===== src/rtl/prio_presenter.sv =====
`timescale 1ns/1ps
module prio_presenter #(
  parameter int LEVELS = 8
) (
  input  logic        clk,
  input  logic        rst_n,
  input  logic        notify_vld,
  input  logic [7:0]  notify_prio,
  input  logic        cppr_we,
  input  logic        pend_we,
  input  logic [7:0]  wr_data,
  input  logic        ack_re,
  output logic [15:0] ack_data,
  output logic        irq_o
);
  localparam logic [7:0] NONE = 8'hFF;

  function automatic logic [7:0] prio_bit(input logic [7:0] p);
    prio_bit = (int'(p) < LEVELS) ? (8'h80 >> p) : 8'h00;
  endfunction

  function automatic logic [7:0] best_of(input logic [7:0] v);
    best_of = NONE;
    for (int i = 7; i >= 0; i--)
      if (v[7-i]) best_of = 8'(i);
  endfunction

  logic [7:0] ipb_q, cppr_q;
  logic       eo_q;
  logic [7:0] pipr, cppr_a, cppr_b, ipb_a, ipb_c, pipr_n;
  logic       ack_take, touched, eo_n;

  assign pipr     = best_of(ipb_q);
  assign ack_take = ack_re & eo_q;
  assign cppr_a   = ack_take ? pipr : cppr_q;
  assign ipb_a    = ack_take ? (ipb_q & ~prio_bit(pipr)) : ipb_q;
  assign cppr_b   = cppr_we ? wr_data : cppr_a;
  assign ipb_c    = ipb_a | (pend_we ? prio_bit(wr_data) : 8'h00)
                          | (notify_vld ? prio_bit(notify_prio) : 8'h00);
  assign pipr_n   = best_of(ipb_c);
  assign touched  = ack_take | cppr_we | pend_we | notify_vld;
  assign eo_n     = (eo_q & ~ack_re) | (touched & (pipr_n < cppr_b));

  always_ff @(posedge clk) begin
    if (!rst_n) begin
      ipb_q  <= 8'h00;
      cppr_q <= NONE;
      eo_q   <= 1'b0;
    end else begin
      ipb_q  <= ipb_c;
      cppr_q <= cppr_b;
      eo_q   <= eo_n;
    end
  end

  assign ack_data = ack_re ? {eo_q, 7'b0, cppr_a} : 16'h0000;
  assign irq_o    = eo_q;
endmodule



===== config.mk =====
export PLATFORM = sky130hd
export DESIGN_NAME = prio_presenter
export DESIGN_NICKNAME = d
export VERILOG_FILES = /design/src/rtl/prio_presenter.sv
export SDC_FILE = /design/constraint.sdc
export NUM_CORES = 1
export LEC_CHECK = 0
export BUFFER_PORTS_ARGS = -buffer_cell sky130_fd_sc_hd__buf_2
export CAP_MARGIN = 25
export CORE_MARGIN = 5
export CORE_UTILIZATION = 50
export CTS_BUF_LIST = sky130_fd_sc_hd__clkbuf_4 sky130_fd_sc_hd__clkbuf_8
export DETAILED_ROUTE_END_ITERATION = 7
export PLACE_DENSITY = 0.77
export SYNTH_ARGS = -nofsm -noshare
export SYNTH_HDL_FRONTEND = slang
export SYNTH_SLANG_ARGS = --single-unit

===== constraint.sdc =====
create_clock -name clk -period 5 [get_ports clk]
set_clock_uncertainty 0.15 [all_clocks]
set_input_delay 0.25 -clock clk [delete_from_list [all_inputs] [get_ports clk]]
set_output_delay 0.25 -clock clk [all_outputs]
set_load 0.01 [all_outputs]

==> results of run 1 <==
==> worst max-delay path, cell delays in order, from the launching register on <==
cell and delay (ns):
dfxtp_1 0.52, nand2_1 0.38, o41ai_1 0.47, o211ai_1 0.25, or2_2 0.35, nor4_2 0.52, ha_1 0.35, a21o_1 0.16
a21o_1 0.16, a21oi_1 0.14, o211ai_1 0.12, a211o_1 0.26, o32ai_2 0.19
==> metal layers <==
layer  share of wire  wire length [um]  vias to the layer above  GRT usage
li1                -                 -                      683          -
met2            0.45              1510                       45      0.259
met1            0.47              1580                      608      0.246
met5               0                 0                        -          0
met3           0.061               204                        7     0.0180
met4           0.020                68                        0     0.0716
==> stage by stage <==
step / setup WS [ns] / util
floorplan: 1.40 / -
finish: 0.877 / 0.568
global placement: 1.10 / 0.557
CTS: 0.940 / 0.568
detailed placement: 0.955 / 0.557
global route: 0.503 / 0.568
==> logic make-up (layout without fill, tap and decap cells) <==
| family | after synthesis | count (layout) |
|---|---|---|
| AND/OR/NAND/NOR | 80 | 80 |
| multiplexers | 4 | 4 |
| flip-flops | 17 | 17 |
| buffers and inverters | 17 | 39 |
| adder cells (fa/ha/maj) | 7 | 7 |
| other | 1 | 7 |
| AO/OA/AOI/OAI | 50 | 50 |
==> state kept, by name, summed over array words and instances (netlist names) <==
signal / flops
ipb_q: 8
irq_o: 1
cppr_q: 8
==> worst max-delay path by stage <==
stage,startpoint,slack (ns),endpoint,cells after the start
finish,irq_o,0.88,irq_o,12
global placement,irq_o,1.10,irq_o,12
global route,irq_o,0.50,irq_o,12
floorplan,ipb_q[5],1.40,irq_o,13
CTS,irq_o,0.94,irq_o,12
detailed placement,irq_o,0.96,irq_o,12
==> power by group through the flow <==
stage | sequential [W] | clock (W) | combinational (W)
2_1_floorplan | 0.000149 | 0 | 0.0000788
3_3_place_gp | 0.000151 | 0 | 0.000104
3_5_place_dp | 0.000152 | 0 | 0.000104
4_1_cts | 0.000148 | 0.0000786 | 0.000105
5_1_grt | 0.000149 | 0.0000819 | 0.000119
6_report | 0.000149 | 0.0000790 | 0.000104
==> area by class of cell <==
class,count,area share
clock buffer,4,0.0197
tap,31,0.0254
inverter,4,0.00984
sequential,17,0.223
multi-input combinational,148,0.620
timing repair buffer,31,0.102
==> placed cells by master, fill, tap and decap left out, drive strengths merged, types with 3 or more instances in the layout <==
cell,n
a21o,3
a21oi,19
and2,7
buf,31
clkbuf,4
conb,7
dfxtp,17
ha,7
inv,4
mux2i,4
nand2,18
nand2b,4
nand3b,3
nand4,3
nor2,14
nor2b,10
nor3,4
nor4,3
o211ai,4
o21a,3
o21ai,5
or2,3
==> run_results.csv, run 1 <==
group,metric,value,unit
timing,whs,0.0561,ns
timing,tns,0,ns
yosys,synth_ff_type,"dfxtp_1",
die,die_y,62.3,um
die,placementRows,19,
yosys,synth_edf_count,0,
yosys,synth_top_family_by_area,"simple AND/OR/NAND/NOR gates",
detailed_routing,ant_nets,0,
worst_hold_path,hold_path_class,"primary input to flop",
worst_setup_path,criticalPathCategory,"flop to flop",
yosys,netlist_area,1370,sq um
yosys,yosysTopAreaCell,"dfxtp_1",
worst_hold_path,holdPathStages,3,
clocking,cts.sinks,17,
yosys,yosys.area_share.simple,0.335,
clocking,clock_path_buffers,2,
detailed_routing,via_count,1343,
power,seq_power_share,0.447,
timing,worst_slew_pin_slew,0.851,ns
power,power_density,218,nW/um^2
clocking,h-tree-depth,1,
clocking,insertion_delay,0.30,ns
worst_setup_path,reg2reg_to,"irq_o",
yosys,yosys_warnings,0,
timing,fin_crit_sh,0.825,
timing,finalSetupViolations,0,
worst_setup_path,critPathLaunchType,"flop",
yosys,synth_top_cells_by_area,"dfxtp_1 25%, a21oi_1 7.0%, ha_1 6.4%",
worst_setup_path,worstReg2RegStart,"irq_o",
die,coreArea,2690,sq um
detailed_routing,wirelength,3360,um
detailed_routing,drt_iter0_markers,38,
clocking,cts_made_buffers,3,
power,swShare,0.325,
worst_hold_path,holdPathEnd,"cppr_q[5]",
worst_setup_path,critical_path_arrival,4.19,ns
placed_design,placed_area,1500,sq um
detailed_routing,wl_per_cell,14.3,um
timing,min_period,4.12,ns
global_route,grt_start_max_net_pins,18,
global_route,antenna_found_initial,0,
worst_hold_path,hold_start,"wr_data[5]",
cells_and_area,antenna_cells,0,
timing,relSlewSlack,0.425,
timing,finalHoldViolCount,0,
clocking,cts-resized-gates,0,
die,dieArea,3880,sq um
cells_and_area,area_delta_synth_final,11.8,%
placed_design,portBuffers,31,
cells_and_area,stdcell_count,235,
yosys,synth_compound_area_frac,0.246,
detailed_routing,dr.pass1.iters,4,
global_route,track_usage,0.172,
clocking,clockRootBuffer,"clkbuf_4",
power,vdd_drop_max,0.155,mV
placed_design,gp_congestion,0.927,
global_route,globalRouteOverflowTotal,0,
cells_and_area,n_fill_cell,270,
yosys,yosys.area_share.xor_xnor,0,
cells_and_area,drive_gt1_frac,0.225,
power,cellLeakagePower,0.650,nW
die,start_util,0.508,
yosys,ys_ff_latch,17,
die,die_x,62.3,um
clocking,hold_buffers,0,
worst_setup_path,ff2ff_path_depth,12,
yosys,synth-async-reset-ratio,0,
yosys,syn_inst,176,
yosys,synth_top_area_share,0.249,
timing,drv_slew,0,
clocking,cts_tree,"yes",
power,p_comb_frac,0.315,
clocking,postCtsSetupBuffers,0,
power,clkPwrFrac,0.238,
worst_setup_path,worstPathRequired,5.07,ns
yosys,synth_commonest_cells,"19 x a21oi_1, 18 x nand2_1, 17 x dfxtp_1",
placed_design,placed_cells,231,
timing,rsz0062_at_grt,"no",
cells_and_area,ff_latch_area,340,sq um
detailed_routing,via_per_inst,5.71,
yosys,synth_most_common_cell,"a21oi_1",
worst_setup_path,critPathMaxFanout,16,
worst_setup_path,ff2ff_setup_slack,0.88,ns
placed_design,hpwl,2750,um
detailed_routing,route.detailed.drc,0,
worst_setup_path,end_kind,"flop",
yosys,synth.avg_cell_area,7.76,sq um
flow_run,cap_violations,0,
yosys,ys_seq_area_frac,0.249,
cells_and_area,design_area,1530,sq um
global_route,grt_pass1_wl,5580,um
die,num_io_pins,39,
timing,clock.fmax,0.243,GHz
clocking,path_clk_slew,0.10,ns
global_route,grt_pass1_vias,1225,
status,outcome,"finished clean",
cells_and_area,nets,234,
yosys,yosys.area_share.adder,0.0642,
power,power,0.000332,W
yosys,synthMuxAreaShare,0.0293,
power,p_int,0.000224,W
power,p_sw,0.000108,W
yosys,synth_cell_type_count,45,
cells_and_area,multi_input_area,947,sq um
Note: power is estimated with default switching activity, not from simulation.
==> run 2, diff against run 1 <==
clock period = 4.1 ns   (was 5 ns; I/O delays follow)
==> run 2 against run 1 <==
  * Die area did not move
  * Worst setup slack worse by 0.47 ns
  * Register-to-register slack lost 0.47 ns
  * Cell count grew 1.7%
  * Clock power increased by 21%
  * Utilization up 1.1 points
  * Global-route usage about the same
  * Non-clock buffer count up 4
==> run_results.csv, run 2 (synthesized netlist as in run 1, its figures left out) <==
group,metric,value,unit
die,dieArea,3880,sq um
detailed_routing,wl_per_cell,14.2,um
detailed_routing,drt_iter0_markers,70,
detailed_routing,route.detailed.drc,0,
power,vdd_drop_max,0.199,mV
clocking,cts_tree,"yes",
power,swShare,0.322,
clocking,insertion_delay,0.29,ns
timing,rsz0062_at_grt,"no",
timing,finalSetupViolations,0,
power,p_int,0.000278,W
timing,relSlewSlack,0.498,
power,cellLeakagePower,0.669,nW
global_route,grt_start_max_net_pins,18,
worst_setup_path,critPathLaunchType,"flop",
worst_setup_path,reg2reg_to,"irq_o",
timing,whs,0.0189,ns
power,p_comb_frac,0.334,
placed_design,placed_cells,235,
die,placementRows,19,
cells_and_area,area_delta_synth_final,14.0,%
cells_and_area,n_fill_cell,271,
clocking,path_clk_slew,0.10,ns
cells_and_area,ff_latch_area,340,sq um
worst_setup_path,worstReg2RegStart,"ipb_q[5]",
worst_hold_path,hold_path_class,"primary input to flop",
timing,tns,0,ns
cells_and_area,finalCoreUtilization,0.579,
global_route,grt_pass1_vias,1173,
worst_setup_path,worstPathRequired,4.15,ns
detailed_routing,dr.pass1.iters,4,
detailed_routing,wirelength,3390,um
cells_and_area,stdcell_count,239,
die,num_io_pins,39,
clocking,clockRootBuffer,"clkbuf_4",
timing,min_period,3.69,ns
placed_design,placed_area,1530,sq um
timing,finalHoldViolCount,0,
timing,drv_slew,0,
clocking,hold_buffers,0,
worst_setup_path,setup.worst_path.start,"ipb_q[5]",
worst_setup_path,cp-endpoint,"irq_o",
timing,clock.fmax,0.271,GHz
placed_design,hpwl,2720,um
detailed_routing,via_count,1316,
power,seq_power_share,0.433,
power,clkPwrFrac,0.232,
timing,worst_slew_pin_slew,0.742,ns
worst_setup_path,ff2ff_path_depth,13,
worst_setup_path,critical_path_arrival,3.74,ns
worst_setup_path,end_kind,"flop",
detailed_routing,ant_nets,0,
clocking,clock_path_buffers,2,
power,p_sw,0.000132,W
timing,fin_crit_sh,0.900,
cells_and_area,multi_input_area,947,sq um
clocking,cts-resized-gates,0,
die,die_y,62.3,um
clocking,h-tree-depth,1,
placed_design,portBuffers,31,
detailed_routing,via_per_inst,5.51,
global_route,grt_pass1_wl,5480,um
cells_and_area,final_cell_mix,"31 x buf_2, 19 x a21oi_1, 18 x nand2_1",
cells_and_area,antenna_cells,0,
cells_and_area,design_area,1560,sq um
status,outcome,"finished clean",
clocking,cts_made_buffers,3,
flow_run,cap_violations,0,
global_route,globalRouteOverflowTotal,0,
die,die_x,62.3,um
global_route,track_usage,0.171,
cells_and_area,final_common_cell,"buf_2",
global_route,antenna_found_initial,0,
die,start_util,0.508,
clocking,cts.sinks,17,
worst_setup_path,criticalPathCategory,"flop to flop",
placed_design,gp_congestion,0.920,
worst_setup_path,critPathMaxFanout,7,
clocking,postCtsSetupBuffers,0,
cells_and_area,nets,238,
power,power_density,263,nW/um^2
cells_and_area,drive_gt1_frac,0.240,
die,coreArea,2690,sq um
worst_setup_path,ff2ff_setup_slack,0.41,ns
==> run 2: cell count changes in the layout (fill, tap and decap cells not counted), sizes merged <==
cell  before  now
buf       31   35
==> run 2: layout make-up <==
class | instances | area share
multi-input cells | 148 | 0.609
well taps | 31 | 0.0249
clock buffers | 4 | 0.0193
inverters | 4 | 0.00965
repair buffers | 35 | 0.119
flip-flops and latches | 17 | 0.219
==> run 2: worst min path at each step <==
stage / startpoint / end / cells past startpoint
2_1_floorplan: rst_n / ipb_q[2] / 1
3_3_place_gp: wr_data[5] / cppr_q[5] / 3
3_5_place_dp: wr_data[5] / cppr_q[5] / 3
4_1_cts: wr_data[5] / cppr_q[5] / 3
5_1_grt: wr_data[4] / cppr_q[4] / 3
6_report: wr_data[5] / cppr_q[5] / 3
==> run 2: routing by layer <==
layer | share of wire | vias up | routed length [um] | GRT usage
met4 | 0.012 | 0 | 40 | 0.0610
li1 | - | 692 | - | -
met3 | 0.073 | 5 | 246 | 0.0180
met1 | 0.48 | 574 | 1630 | 0.255
met5 | 0 | - | 0 | 0
met2 | 0.43 | 45 | 1470 | 0.253
==> run 2: power groups by stage <==
stage,logic (W),clock network (W),registers [W]
floorplan,0.0000961,0,0.000182
global placement,0.000136,0,0.000181
CTS,0.000137,0.0000958,0.000178
detailed placement,0.000137,0,0.000182
finish,0.000137,0.0000953,0.000178
global route,0.000154,0.000105,0.000178
==> run 2: worst max-delay path, stage by stage, from the launching register on <==
cell and delay (ns):
dfxtp_1 0.37, or4_4 0.57, or3_4 0.41, o31a_1 0.31, o22ai_2 0.12, nand3b_1 0.13, nor4_2 0.20, ha_1 0.30
a21o_1 0.16, a21o_1 0.17, a21oi_1 0.14, o211ai_1 0.12, a211o_1 0.26, o32ai_2 0.20
==> run 2: stage by stage <==
stage                     setup slack [ns]  power [W]
after floorplan                      0.501   0.000278
after global placement               0.490   0.000317
after detailed placement             0.435   0.000318
after CTS                            0.412   0.000411
after global routing                 0.215   0.000438
final                                0.410   0.000410
